**src/rtl/adc_corr_pkg.sv**
```systemverilog
`timescale 1ns/1ps
package adc_corr_pkg;
   // Register stages between the aligned bit word and the output code
   localparam int ADD_PIPE = 3;

   typedef enum logic {
      CAL_WAIT = 1'b0,
      CAL_RUN  = 1'b1
   } cal_state_e;
endpackage

```
**src/rtl/adc_corr_deskew.sv**
```systemverilog
`timescale 1ns/1ps
module adc_corr_deskew #(
   parameter int N_STAGES = 15
)(
   input  logic                clk,
   input  logic                rst_n,
   input  logic [N_STAGES-1:0] raw,
   output logic [N_STAGES-1:0] aligned
);
   // Stage k gets N_STAGES-k registers, so every bit of one sample
   // leaves its chain at the same edge.
   for (genvar k = 0; k < N_STAGES; k++) begin : g_stage
      localparam int DEPTH = N_STAGES - k;
      if (DEPTH == 1) begin : g_one
         logic q;
         always_ff @(posedge clk or negedge rst_n) begin
            if (!rst_n) q <= 1'b0;
            else        q <= raw[k];
         end
         assign aligned[k] = q;
      end else begin : g_chain
         logic [DEPTH-1:0] sr;
         always_ff @(posedge clk or negedge rst_n) begin
            if (!rst_n) sr <= '0;
            else        sr <= {sr[DEPTH-2:0], raw[k]};
         end
         assign aligned[k] = sr[DEPTH-1];
      end
   end
endmodule

```
**src/rtl/adc_corr_coef_ram.sv**
```systemverilog
`timescale 1ns/1ps
module adc_corr_coef_ram #(
   parameter int DEPTH = 16,
   parameter int WIDTH = 16,
   parameter int AW    = 4
)(
   input  logic                        clk,
   input  logic                        rst_n,
   input  logic                        we,
   input  logic [AW-1:0]               addr,
   input  logic [WIDTH-1:0]            wdata,
   output logic [DEPTH-1:0][WIDTH-1:0] rd_all
);
   logic [DEPTH-1:0][WIDTH-1:0] mem;

   always_ff @(posedge clk or negedge rst_n) begin
      if (!rst_n) begin
         mem <= '0;
      end else if (we && (32'(addr) < DEPTH)) begin
         mem[addr] <= wdata;
      end
   end

   assign rd_all = mem;

   // a write is visible on the read side right after its edge
   assert_write_lands_R6: assert property (@(posedge clk) disable iff (!rst_n)
      (we && (32'(addr) < DEPTH)) |=> (rd_all[$past(addr)] == $past(wdata)));
endmodule

```
**src/rtl/adc_corr_sum.sv**
```systemverilog
`timescale 1ns/1ps
module adc_corr_sum #(
   parameter int N_STAGES = 15,
   parameter int COEF_W   = 16,
   parameter int OUT_W    = 12,
   parameter int FRAC_W   = 4,
   parameter int GRP_SZ   = 4
)(
   input  logic                           clk,
   input  logic                           rst_n,
   input  logic [N_STAGES-1:0]            bits_al,
   input  logic [N_STAGES:0][COEF_W-1:0]  coefs,
   output logic [OUT_W-1:0]               code
);
   localparam int N_TERMS = N_STAGES + 1;
   localparam int N_GRP   = N_TERMS / GRP_SZ;
   localparam int PART_W  = COEF_W + $clog2(GRP_SZ);
   localparam int SUM_W   = COEF_W + $clog2(N_TERMS);
   localparam int RND_W   = SUM_W + 1;
   localparam int HALF    = 1 << (FRAC_W - 1);

   // The offset entry is always included in the sum
   logic [N_TERMS-1:0] use_term;
   assign use_term = {1'b1, bits_al};

   // Pipeline stage 1: partial sums over groups of terms
   logic [N_GRP-1:0][PART_W-1:0] part_d, part_q;
   always_comb begin
      for (int g = 0; g < N_GRP; g++) begin
         part_d[g] = '0;
         for (int j = 0; j < GRP_SZ; j++) begin
            if (use_term[g*GRP_SZ + j])
               part_d[g] = part_d[g] + PART_W'(coefs[g*GRP_SZ + j]);
         end
      end
   end

   // Pipeline stage 2: total over the groups
   logic [SUM_W-1:0] total_d, total_q;
   always_comb begin
      total_d = '0;
      for (int g = 0; g < N_GRP; g++) total_d = total_d + SUM_W'(part_q[g]);
   end

   always_ff @(posedge clk or negedge rst_n) begin
      if (!rst_n) begin
         part_q  <= '0;
         total_q <= '0;
      end else begin
         part_q  <= part_d;
         total_q <= total_d;
      end
   end

   // Pipeline stage 3: round half-up, then clamp when the range can overflow
   logic [RND_W-1:0] rnd;
   logic [OUT_W-1:0] code_d;
   assign rnd = ({1'b0, total_q} + RND_W'(HALF)) >> FRAC_W;

   if (RND_W - FRAC_W > OUT_W) begin : g_clamp
      localparam logic [RND_W-1:0] MAXV = RND_W'((1 << OUT_W) - 1);
      localparam int CLAMP_AT = ((1 << OUT_W) << FRAC_W) - HALF;
      assign code_d = (rnd > MAXV) ? OUT_W'(MAXV) : rnd[OUT_W-1:0];

      // a total that rounds above full scale yields full scale
      assert_clamp_full_R4: assert property (@(posedge clk) disable iff (!rst_n)
         (32'(total_q) >= CLAMP_AT) |=> (code == OUT_W'((1 << OUT_W) - 1)));
   end else begin : g_noclamp
      assign code_d = OUT_W'(rnd);
   end

   always_ff @(posedge clk or negedge rst_n) begin
      if (!rst_n) code <= '0;
      else        code <= code_d;
   end
endmodule

```
**src/rtl/adc_corr_ctrl.sv**
```systemverilog
`timescale 1ns/1ps
module adc_corr_ctrl #(
   parameter int LAT = 17
)(
   input  logic clk,
   input  logic rst_n,
   input  logic cal_req,
   input  logic load_done,
   output logic cal_busy,
   output logic code_valid
);
   import adc_corr_pkg::*;

   cal_state_e st;
   logic [LAT:0] vpipe;

   // The request has priority over the done strobe
   always_ff @(posedge clk or negedge rst_n) begin
      if (!rst_n)         st <= CAL_WAIT;
      else if (cal_req)   st <= CAL_WAIT;
      else if (load_done) st <= CAL_RUN;
   end

   // Launch marks follow each sample; a request discards all of them
   always_ff @(posedge clk or negedge rst_n) begin
      if (!rst_n)       vpipe <= '0;
      else if (cal_req) vpipe <= '0;
      else              vpipe <= {vpipe[LAT-1:0], st == CAL_RUN};
   end

   assign cal_busy   = (st == CAL_WAIT);
   assign code_valid = vpipe[LAT];

   // a request enters the busy state and suppresses output at once
   assert_req_blocks_R7: assert property (@(posedge clk) disable iff (!rst_n)
      cal_req |=> (cal_busy && !code_valid));

   // no valid code while calibrating
   assert_busy_no_valid_R7: assert property (@(posedge clk) disable iff (!rst_n)
      cal_busy |-> !code_valid);

   // only the done strobe releases the busy state
   assert_busy_holds_R8: assert property (@(posedge clk) disable iff (!rst_n)
      (cal_busy && !load_done) |=> cal_busy);

   // once flowing, one code per clock until a request
   assert_valid_stream_R5: assert property (@(posedge clk) disable iff (!rst_n)
      (code_valid && !cal_req) |=> code_valid);
endmodule

```
**src/rtl/adc_dig_correct.sv**
```systemverilog
`timescale 1ns/1ps
module adc_dig_correct #(
   parameter  int N_STAGES = 15,
   parameter  int COEF_W   = 16,
   parameter  int OUT_W    = 12,
   parameter  int FRAC_W   = 4,
   parameter  int GRP_SZ   = 4,
   localparam int ADDR_W   = $clog2(N_STAGES + 1)
)(
   input  logic                clk,
   input  logic                rst_n,
   input  logic [N_STAGES-1:0] stage_bits,
   input  logic                cal_req,
   input  logic                load_done,
   input  logic                coef_we,
   input  logic [ADDR_W-1:0]   coef_addr,
   input  logic [COEF_W-1:0]   coef_wdata,
   output logic [OUT_W-1:0]    code_out,
   output logic                code_valid,
   output logic                cal_busy
);
   import adc_corr_pkg::*;

   localparam int N_COEF = N_STAGES + 1;
   localparam int LAT    = (N_STAGES - 1) + ADD_PIPE;

   if (N_STAGES < 2) begin : g_chk_stages
      $error("N_STAGES must be at least 2");
   end
   if (FRAC_W < 1) begin : g_chk_frac
      $error("FRAC_W must be at least 1");
   end
   if (N_COEF % GRP_SZ != 0) begin : g_chk_grp
      $error("GRP_SZ must divide N_STAGES+1");
   end

   logic [N_STAGES-1:0]            aligned;
   logic [N_COEF-1:0][COEF_W-1:0]  coefs;

   adc_corr_deskew #(.N_STAGES(N_STAGES)) u_deskew (
      .clk     (clk),
      .rst_n   (rst_n),
      .raw     (stage_bits),
      .aligned (aligned)
   );

   adc_corr_coef_ram #(.DEPTH(N_COEF), .WIDTH(COEF_W), .AW(ADDR_W)) u_ram (
      .clk    (clk),
      .rst_n  (rst_n),
      .we     (coef_we),
      .addr   (coef_addr),
      .wdata  (coef_wdata),
      .rd_all (coefs)
   );

   adc_corr_sum #(
      .N_STAGES (N_STAGES),
      .COEF_W   (COEF_W),
      .OUT_W    (OUT_W),
      .FRAC_W   (FRAC_W),
      .GRP_SZ   (GRP_SZ)
   ) u_sum (
      .clk     (clk),
      .rst_n   (rst_n),
      .bits_al (aligned),
      .coefs   (coefs),
      .code    (code_out)
   );

   adc_corr_ctrl #(.LAT(LAT)) u_ctrl (
      .clk        (clk),
      .rst_n      (rst_n),
      .cal_req    (cal_req),
      .load_done  (load_done),
      .cal_busy   (cal_busy),
      .code_valid (code_valid)
   );
endmodule

```
**config.mk**
```make
export PLATFORM = sky130hd
export DESIGN_NAME = adc_dig_correct
export DESIGN_NICKNAME = d
export VERILOG_FILES = /design/src/rtl/adc_corr_pkg.sv /design/src/rtl/adc_corr_deskew.sv /design/src/rtl/adc_corr_coef_ram.sv /design/src/rtl/adc_corr_sum.sv /design/src/rtl/adc_corr_ctrl.sv /design/src/rtl/adc_dig_correct.sv
export SDC_FILE = /design/constraint.sdc
export NUM_CORES = 1
export LEC_CHECK = 0
export BUFFER_PORTS_ARGS = -buffer_cell sky130_fd_sc_hd__buf_2
export CAP_MARGIN = 10
export CORE_MARGIN = 1
export CORE_UTILIZATION = 58
export DETAILED_ROUTE_END_ITERATION = 8
export PLACE_DENSITY = 0.77
export SLEW_MARGIN = 20
export SYNTH_ARGS = -nofsm -noshare
export SYNTH_HDL_FRONTEND = slang
export SYNTH_SLANG_ARGS = --single-unit
```
**constraint.sdc**
```tcl
create_clock -name clk -period 6 [get_ports clk]
set_clock_uncertainty 0.2 [all_clocks]
set_input_delay 1.2 -clock clk [delete_from_list [all_inputs] [get_ports clk]]
set_output_delay 1.2 -clock clk [all_outputs]
set_load 0.01 [all_outputs]
```
==> results of run 1 <==
[synthesized netlist by cell type, types with 6 or more instances]
cell / instances
dfrtp_1: 496
mux2_2: 328
ha_1: 221
a21oi_1: 200
inv_1: 162
nand2_1: 159
nor2_1: 148
xnor2_1: 137
o21ai_0: 98
xor2_1: 80
clkbuf_1: 68
a21o_1: 66
and2_1: 40
nand3_1: 38
nor2b_1: 37
nor3_1: 35
o21a_1: 31
fa_1: 30
nand2b_1: 27
o21bai_1: 25
a211oi_1: 17
a31oi_1: 17
o211ai_1: 14
and3_1: 12
mux2i_1: 11
nand4_1: 10
nor4_1: 9
o31ai_1: 9
or3_1: 9
a21boi_0: 7
a31o_2: 7
maj3_1: 7
nand3b_1: 7
and4_1: 6
buf_1: 6
[logic make-up (layout without fill, tap and decap cells)]
kind of cell             Yosys count  count (layout)  share of synthesized area [%]
multiplexers                     341             341                           13.4
adder cells (fa/ha/maj)          259             259                           12.0
buffers and inverters            243             380                           3.24
AND/OR/NAND/NOR                  548             548                           9.08
AO/OA/AOI/OAI                    557             557                           12.3
other                              0               2                              0
XOR/XNOR                         217             217                           6.63
flip-flops                       496             496                           43.3
[final timing paths]
kind	startpoint	endpoint
max	u_deskew.g_stage[4].g_chain.sr[10]	u_sum.part_q[35]
min	u_deskew.g_stage[1].g_chain.sr[4]	u_deskew.g_stage[1].g_chain.sr[5]
max reg2reg	u_deskew.g_stage[4].g_chain.sr[10]	u_sum.part_q[35]
min reg2reg	u_deskew.g_stage[1].g_chain.sr[4]	u_deskew.g_stage[1].g_chain.sr[5]
max in group asynchronous	rst_n	u_ram.rd_all[197]
min in group asynchronous	rst_n	u_sum.code[3]
[routing by layer]
metal	global-route usage [%]	up-vias	part of all wire [%]
li1	-	9561	-
met1	34.6	10123	42
met2	44.2	591	47
met3	3.89	233	4.7
met4	14.5	0	5.5
met5	0	-	0
[final cells by class]
type | count | area share (%)
clock inverters | 24 | 0.944
well taps | 664 | 2.56
repair buffers | 118 | 2.48
flip-flops and latches | 496 | 38.2
inverters | 165 | 1.91
diodes | 2 | 0.0154
clock buffers | 73 | 4.62
multi-input cells | 1922 | 49.2
[cells in the final DEF (no fill, tap or decap), types with 31 or more instances in the layout]
cell type and instances:
nor3_1 32, a21o_1 66, inv_1 162, clkbuf_16 53, buf_4 61, a21oi_1 168, xor2_1 79, mux2_2 327
nand2_1 158, o21a_1 31, nor2b_1 36, ha_1 198, o21ai_0 73, xnor2_1 136, buf_2 52, nand3_1 38
and2_1 35, dfrtp_1 496, nor2_1 144
[power breakdown]
group,internal (mW),total [mW],leakage [nW],switching (mW)
sequential,4.23,4.77,5.97,0.542
combinational,4.92,10.8,8.22,5.92
clock,1.98,3.37,0.866,1.39
total,11.1,19.0,15.0,7.85
[sequential cells by signal, indices dropped and copies added, names as in the netlist]
signal,flops
u_ram.rd_all,256
u_deskew.g_stage.g_chain.sr,119
u_sum.part_q,72
u_ctrl.vpipe,18
u_sum.total_q,17
u_sum.code,12
u_ctrl.st,1
u_deskew.g_stage.g_one.q,1
[stage by stage]
stage          utilization [%]  setup TNS [ps]  cells  hold WS (ps)  worst slack (ps)
2_1_floorplan                -               0   2661           131              18.6
3_3_place_gp              61.1               0   3349           132              36.4
3_5_place_dp              61.1            -776   3349           135              -171
4_1_cts                   65.0               0   3447           147             0.543
5_1_grt                   66.4            -540   3462           150              -138
6_report                  66.5               0   3464           146              98.7
[critical path: stages, from the launching register on]
cell	delay, ps
dfrtp_1	420
and2_1	170
ha_2	200
fa_2	410
maj3_2	340
a221oi_2	290
nor2_1	100
nor2_1	140
xnor2_1	140
nand2_1	110
xor2_2	210
ha_4	300
o21a_1	170
nand3_1	100
a21oi_2	150
nand2b_1	130
a21oi_1	80
xnor2_1	130
mux2_2	300
ha_4	330
nand3_1	130
a21boi_0	290
a41oi_2	110
a21o_1	210
o21ai_0	300
o21ai_0	180
o2bb2ai_1	140
[timing repair]
action	CTS	global route
hold buffers	0	0
resized for setup	14	142
endpoints found under the setup margin	12	21
pin swaps	1	61
buffers inserted	1	15
==> flow_summary.json, run 1 <==
{
  "cp_max_fo": 6,
  "root_buffer": "clkbuf_16",
  "power.density_nw_per_um2": 585,
  "yosysWarnings": 0,
  "ctsLongestPathBuffers": 3,
  "fin_area_sq_um": 32500,
  "dr.pass1.iters": 5,
  "worstSetupPathType": "register to register",
  "synth_area_leaders": "dfrtp_1, mux2_2, ha_1, xnor2_1, a21oi_1",
  "grt_pass1_wl_microns": 107000,
  "synth_top_area_share_pct": 43.3,
  "crit_required_ps": 6280,
  "start_util_pct": 58.6,
  "wire_per_inst_microns": 19.6,
  "dr.first_iter.drc_count": 1289,
  "reg2reg_depth": 26,
  "rsz0062_at_grt": "true",
  "cts_sinks": 496,
  "ir_worst_vdd_mv": 0.587,
  "final-seq-area_sq_um": 12400,
  "ys_ff_latch": 496,
  "worstHoldPathCells": 0,
  "leakage_nw": 15.0,
  "grt_pass1_vias": 21018,
  "critPathArrivalTime_ps": 6180,
  "dp_hpwl_microns": 47600,
  "avgSynthCellArea_sq_um": 10.8,
  "htree_num_levels": 2,
  "synth-seq-area-share_pct": 43.3,
  "cp-end-kind": "register",
  "netlist_instances": 2661,
  "antenna_left": 0,
  "grt_antenna_before_repair": 0,
  "synth_ff_type": "dfrtp_1",
  "max_freq_mhz": 169,
  "drive_above_1_share_pct": 23.8,
  "core_sq_um": 48800,
  "synth_area_leader_cell": "dfrtp_1",
  "finalSetupViolCount": 0,
  "synth_fp_nets": 2952,
  "power.total_mw": 19.0,
  "gr-total-overflow": 0,
  "cap_violations": 0,
  "max_slew_margin_pct": 21.8,
  "max_slew.worst_pin.slew_ps": 1170,
  "num_vias": 20508,
  "hold_viol_final": 0,
  "multi_input_area_sq_um": 16000,
  "synth_area_sq_um": 28600,
  "boundaryPins": 54,
  "place_area_sq_um": 29900,
  "insertion_delay_ps": 620,
  "async_flop_share_pct": 100,
  "grt_max_degree": 145,
  "clk_pin_slew_ps": 60,
  "track_usage_pct": 26.9,
  "outcome": "finished, final reports clean",
  "drc": 0,
  "maxSlewViolCount": 0,
  "vias_per_cell": 5.92,
  "synth_edf_count": 0,
  "die_h_microns": 224,
  "hold_class": "register to register",
  "cts_inserted_buffers": 53,
  "dieArea_sq_um": 50300,
  "wl_microns": 67900,
  "rrSetupSlack_ps": 100,
  "placement.io_buffers": 53,
  "crit_path_start_kind": "register",
  "num_rows": 81,
  "fp.dieW_microns": 224,
  "nNetsFinal": 3047,
  "post-route-period-util_pct": 98.4,
  "synth_cell_types": 75,
  "fillCellCount": 3585,
  "gp_congestion": 0.910,
  "cts_tree": "yes",
  "syn_to_final_growth_pct": 13.3,
  "min_period_ps": 5900
}
Power figures use the tool's default switching activity.
==> run 2, diff against run 1 <==
--- a/config.mk
+++ b/config.mk
@@ -11,6 +11,7 @@
 export CORE_UTILIZATION = 58
 export DETAILED_ROUTE_END_ITERATION = 8
 export PLACE_DENSITY = 0.77
+export REMOVE_ABC_BUFFERS = 1
 export SLEW_MARGIN = 20
 export SYNTH_ARGS = -nofsm -noshare
 export SYNTH_HDL_FRONTEND = slang
==> run 2 against run 1 <==
Compared with the run above: power down 0.38%; die area stayed put; global-route usage grew 0.38 points; routed wire length up 0.74%; first-iteration DRC count fell by 2.2%; combinational power barely moved; via count down 0.61%; final cell count increased by 0.40%; register-to-register slack about the same; count of clock-buffer cells in the layout fell by 3; worst hold slack lost 6.3 ps; sequential power is essentially flat; largest power group unchanged.
==> flow_summary.json, run 2 (synthesis gave the netlist of run 1 again) <==
{
  "rsz0062_at_grt": "true",
  "critPathArrivalTime_ps": 6230,
  "htree_num_levels": 2,
  "rrSetupSlack_ps": 90,
  "final_common_cell": "dfrtp_1",
  "max_freq_mhz": 169,
  "reg2reg_depth": 26,
  "power_switching_mw": 7.63,
  "intPower_mw": 11.3,
  "dr.pass1.iters": 7,
  "cpMostUsedCell": "xnor2_1",
  "finalSetupViolCount": 0,
  "fp.dieW_microns": 224,
  "core_sq_um": 48800,
  "clkPwrFrac_pct": 18.6,
  "drive_above_1_share_pct": 24.1,
  "wl_met1_microns": 28800,
  "critPathSlowestCell": "or4_1",
  "boundaryPins": 54,
  "num_rows": 81,
  "pre_cts_slack_ps": -195,
  "worstSetupPathType": "register to register",
  "hold_ws_ps": 139,
  "crit_path_start_kind": "register",
  "gr-total-overflow": 0,
  "antenna_left": 0,
  "power.density_nw_per_um2": 580,
  "min_period_ps": 5910,
  "hold_class": "register to register",
  "placement.io_buffers": 53,
  "root_buffer": "clkbuf_16",
  "combPwrFrac_pct": 56.0,
  "dr.first_iter.drc_count": 1260,
  "wl_microns": 68400,
  "start_util_pct": 58.6,
  "max_slew_margin_pct": 28.8,
  "place_area_sq_um": 29900,
  "power_frac_seq_pct": 25.4,
  "max_slew.worst_pin.slew_ps": 1070,
  "grt_antenna_before_repair": 7,
  "worstHoldEndpoint": "u_deskew.g_stage[2].g_chain.sr[3]",
  "grt_pass1_wl_microns": 108000,
  "dp_hpwl_microns": 47200,
  "syn_to_final_growth_pct": 13.8,
  "cts_tree": "yes",
  "switching_share_pct": 40.3,
  "crit_required_ps": 6330,
  "grt_pass1_vias": 20513,
  "hp-start": "u_deskew.g_stage[2].g_chain.sr[2]",
  "ir_worst_vdd_mv": 0.447,
  "path_delay_family": "compound AO/OA/AOI/OAI gates",
  "wire_per_inst_microns": 19.7,
  "max_stage_delay_ps": 540,
  "postCtsHoldBufs": 0,
  "largest_reg_flops": 256,
  "drc": 0,
  "die_h_microns": 224,
  "cp-end-kind": "register",
  "r2r_start": "u_ram.rd_all[0]",
  "grt_max_degree": 165,
  "fillCellCount": 3707,
  "fin_util_pct": 66.7,
  "fin_area_sq_um": 32600,
  "insertion_delay_ps": 620,
  "gp_congestion": 0.921,
  "post-route-period-util_pct": 98.5,
  "worstHoldPathCells": 0,
  "dr_wl_met3_microns": 3150,
  "leakage_nw": 15.2,
  "num_vias": 20382,
  "maxSlewViolCount": 0,
  "cts_inserted_buffers": 54,
  "diodes": 0,
  "cp_num_buf_inv": 0,
  "cp_max_fo": 5,
  "clk_pin_slew_ps": 70,
  "nNetsFinal": 3062,
  "top_layer": "met4",
  "fin_ws_ps": 92.7,
  "met2RoutedLength_microns": 33200,
  "cap_violations": 0,
  "outcome": "finished, final reports clean",
  "vias_per_cell": 5.86,
  "cts_sinks": 496,
  "r2r_end": "u_sum.part_q[17]",
  "track_usage_pct": 27.3,
  "dieArea_sq_um": 50300,
  "layout_common_cells": "dfrtp_1, mux2_2, ha_1",
  "ctsLongestPathBuffers": 3,
  "hold_viol_final": 0
}
==> run 2: how the worst max path moves through the flow <==
stage	from	to	slack [ps]	depth (start not counted)
after global routing	u_ram.rd_all[0]	u_sum.part_q[15]	-200	29
after detailed placement	u_ram.rd_all[0]	u_sum.part_q[17]	-190	28
after global placement	u_ram.rd_all[128]	u_sum.part_q[51]	30	26
final	u_ram.rd_all[0]	u_sum.part_q[17]	90	26
after floorplan	u_deskew.g_stage[8].g_chain.sr[6]	u_sum.part_q[50]	-50	24
after CTS	u_ram.rd_all[0]	u_sum.part_q[17]	-40	27
==> run 2: area by class of cell <==
cell class	count	area, sq um	area share, %
sequential	496	12400	38.1
timing repair buffer	132	906	2.78
tap	664	831	2.55
clock inverter	29	413	1.27
clock buffer	70	1480	4.55
inverter	165	619	1.90
multi-input combinational	1922	15900	48.9
==> run 2: power groups by stage <==
stage,clock network [mW],registers (mW),logic (mW)
final,3.51,4.80,10.6
after global routing,3.70,4.88,11.8
after floorplan,0,4.62,7.70
after global placement,0,4.80,9.43
after CTS,3.58,4.78,10.0
after detailed placement,0,4.83,9.88
==> run 2: metrics by stage <==
stage	setup TNS [ps]	total power, mW	std cells
after floorplan	-54.1	12.3	2583
after global placement	0	14.2	3353
final	0	18.9	3478
after CTS	-35.7	18.4	3455
after global routing	-894	20.4	3478
after detailed placement	-788	14.7	3353
==> run 2: routing by layer <==
layer  vias up  GRT usage (%)
met5         -              0
met4         0           12.2
met3       181           3.27
met2       530           46.4
met1     10087           35.2
li1       9584              -
==> run 2: what timing repair did <==
item / 4_1_cts / 5_1_grt
pin swaps: 3 / 64
buffers inserted: 3 / 23
gates resized for setup: 13 / 132
endpoints found under the setup margin: 15 / 25
==> run 2: worst register-to-register path: stages, from the launching register on <==
cell and delay [ps]:
dfrtp_1 370, and2_4 170, ha_4 170, fa_2 410, a21oi_2 180, o22ai_2 100
o211ai_1 290, nand2_1 110, xnor2_1 160, nor2_1 70, xnor2_1 240, ha_1 290
a21o_1 220, a21o_1 160, a211o_1 270, a31oi_4 240, a21oi_4 100, a221o_1 370
a21oi_2 150, xnor2_1 80, mux2_2 280, ha_2 200, or4_1 540, o2111ai_2 120
and2_1 170, a21oi_1 40, o21ai_1 130
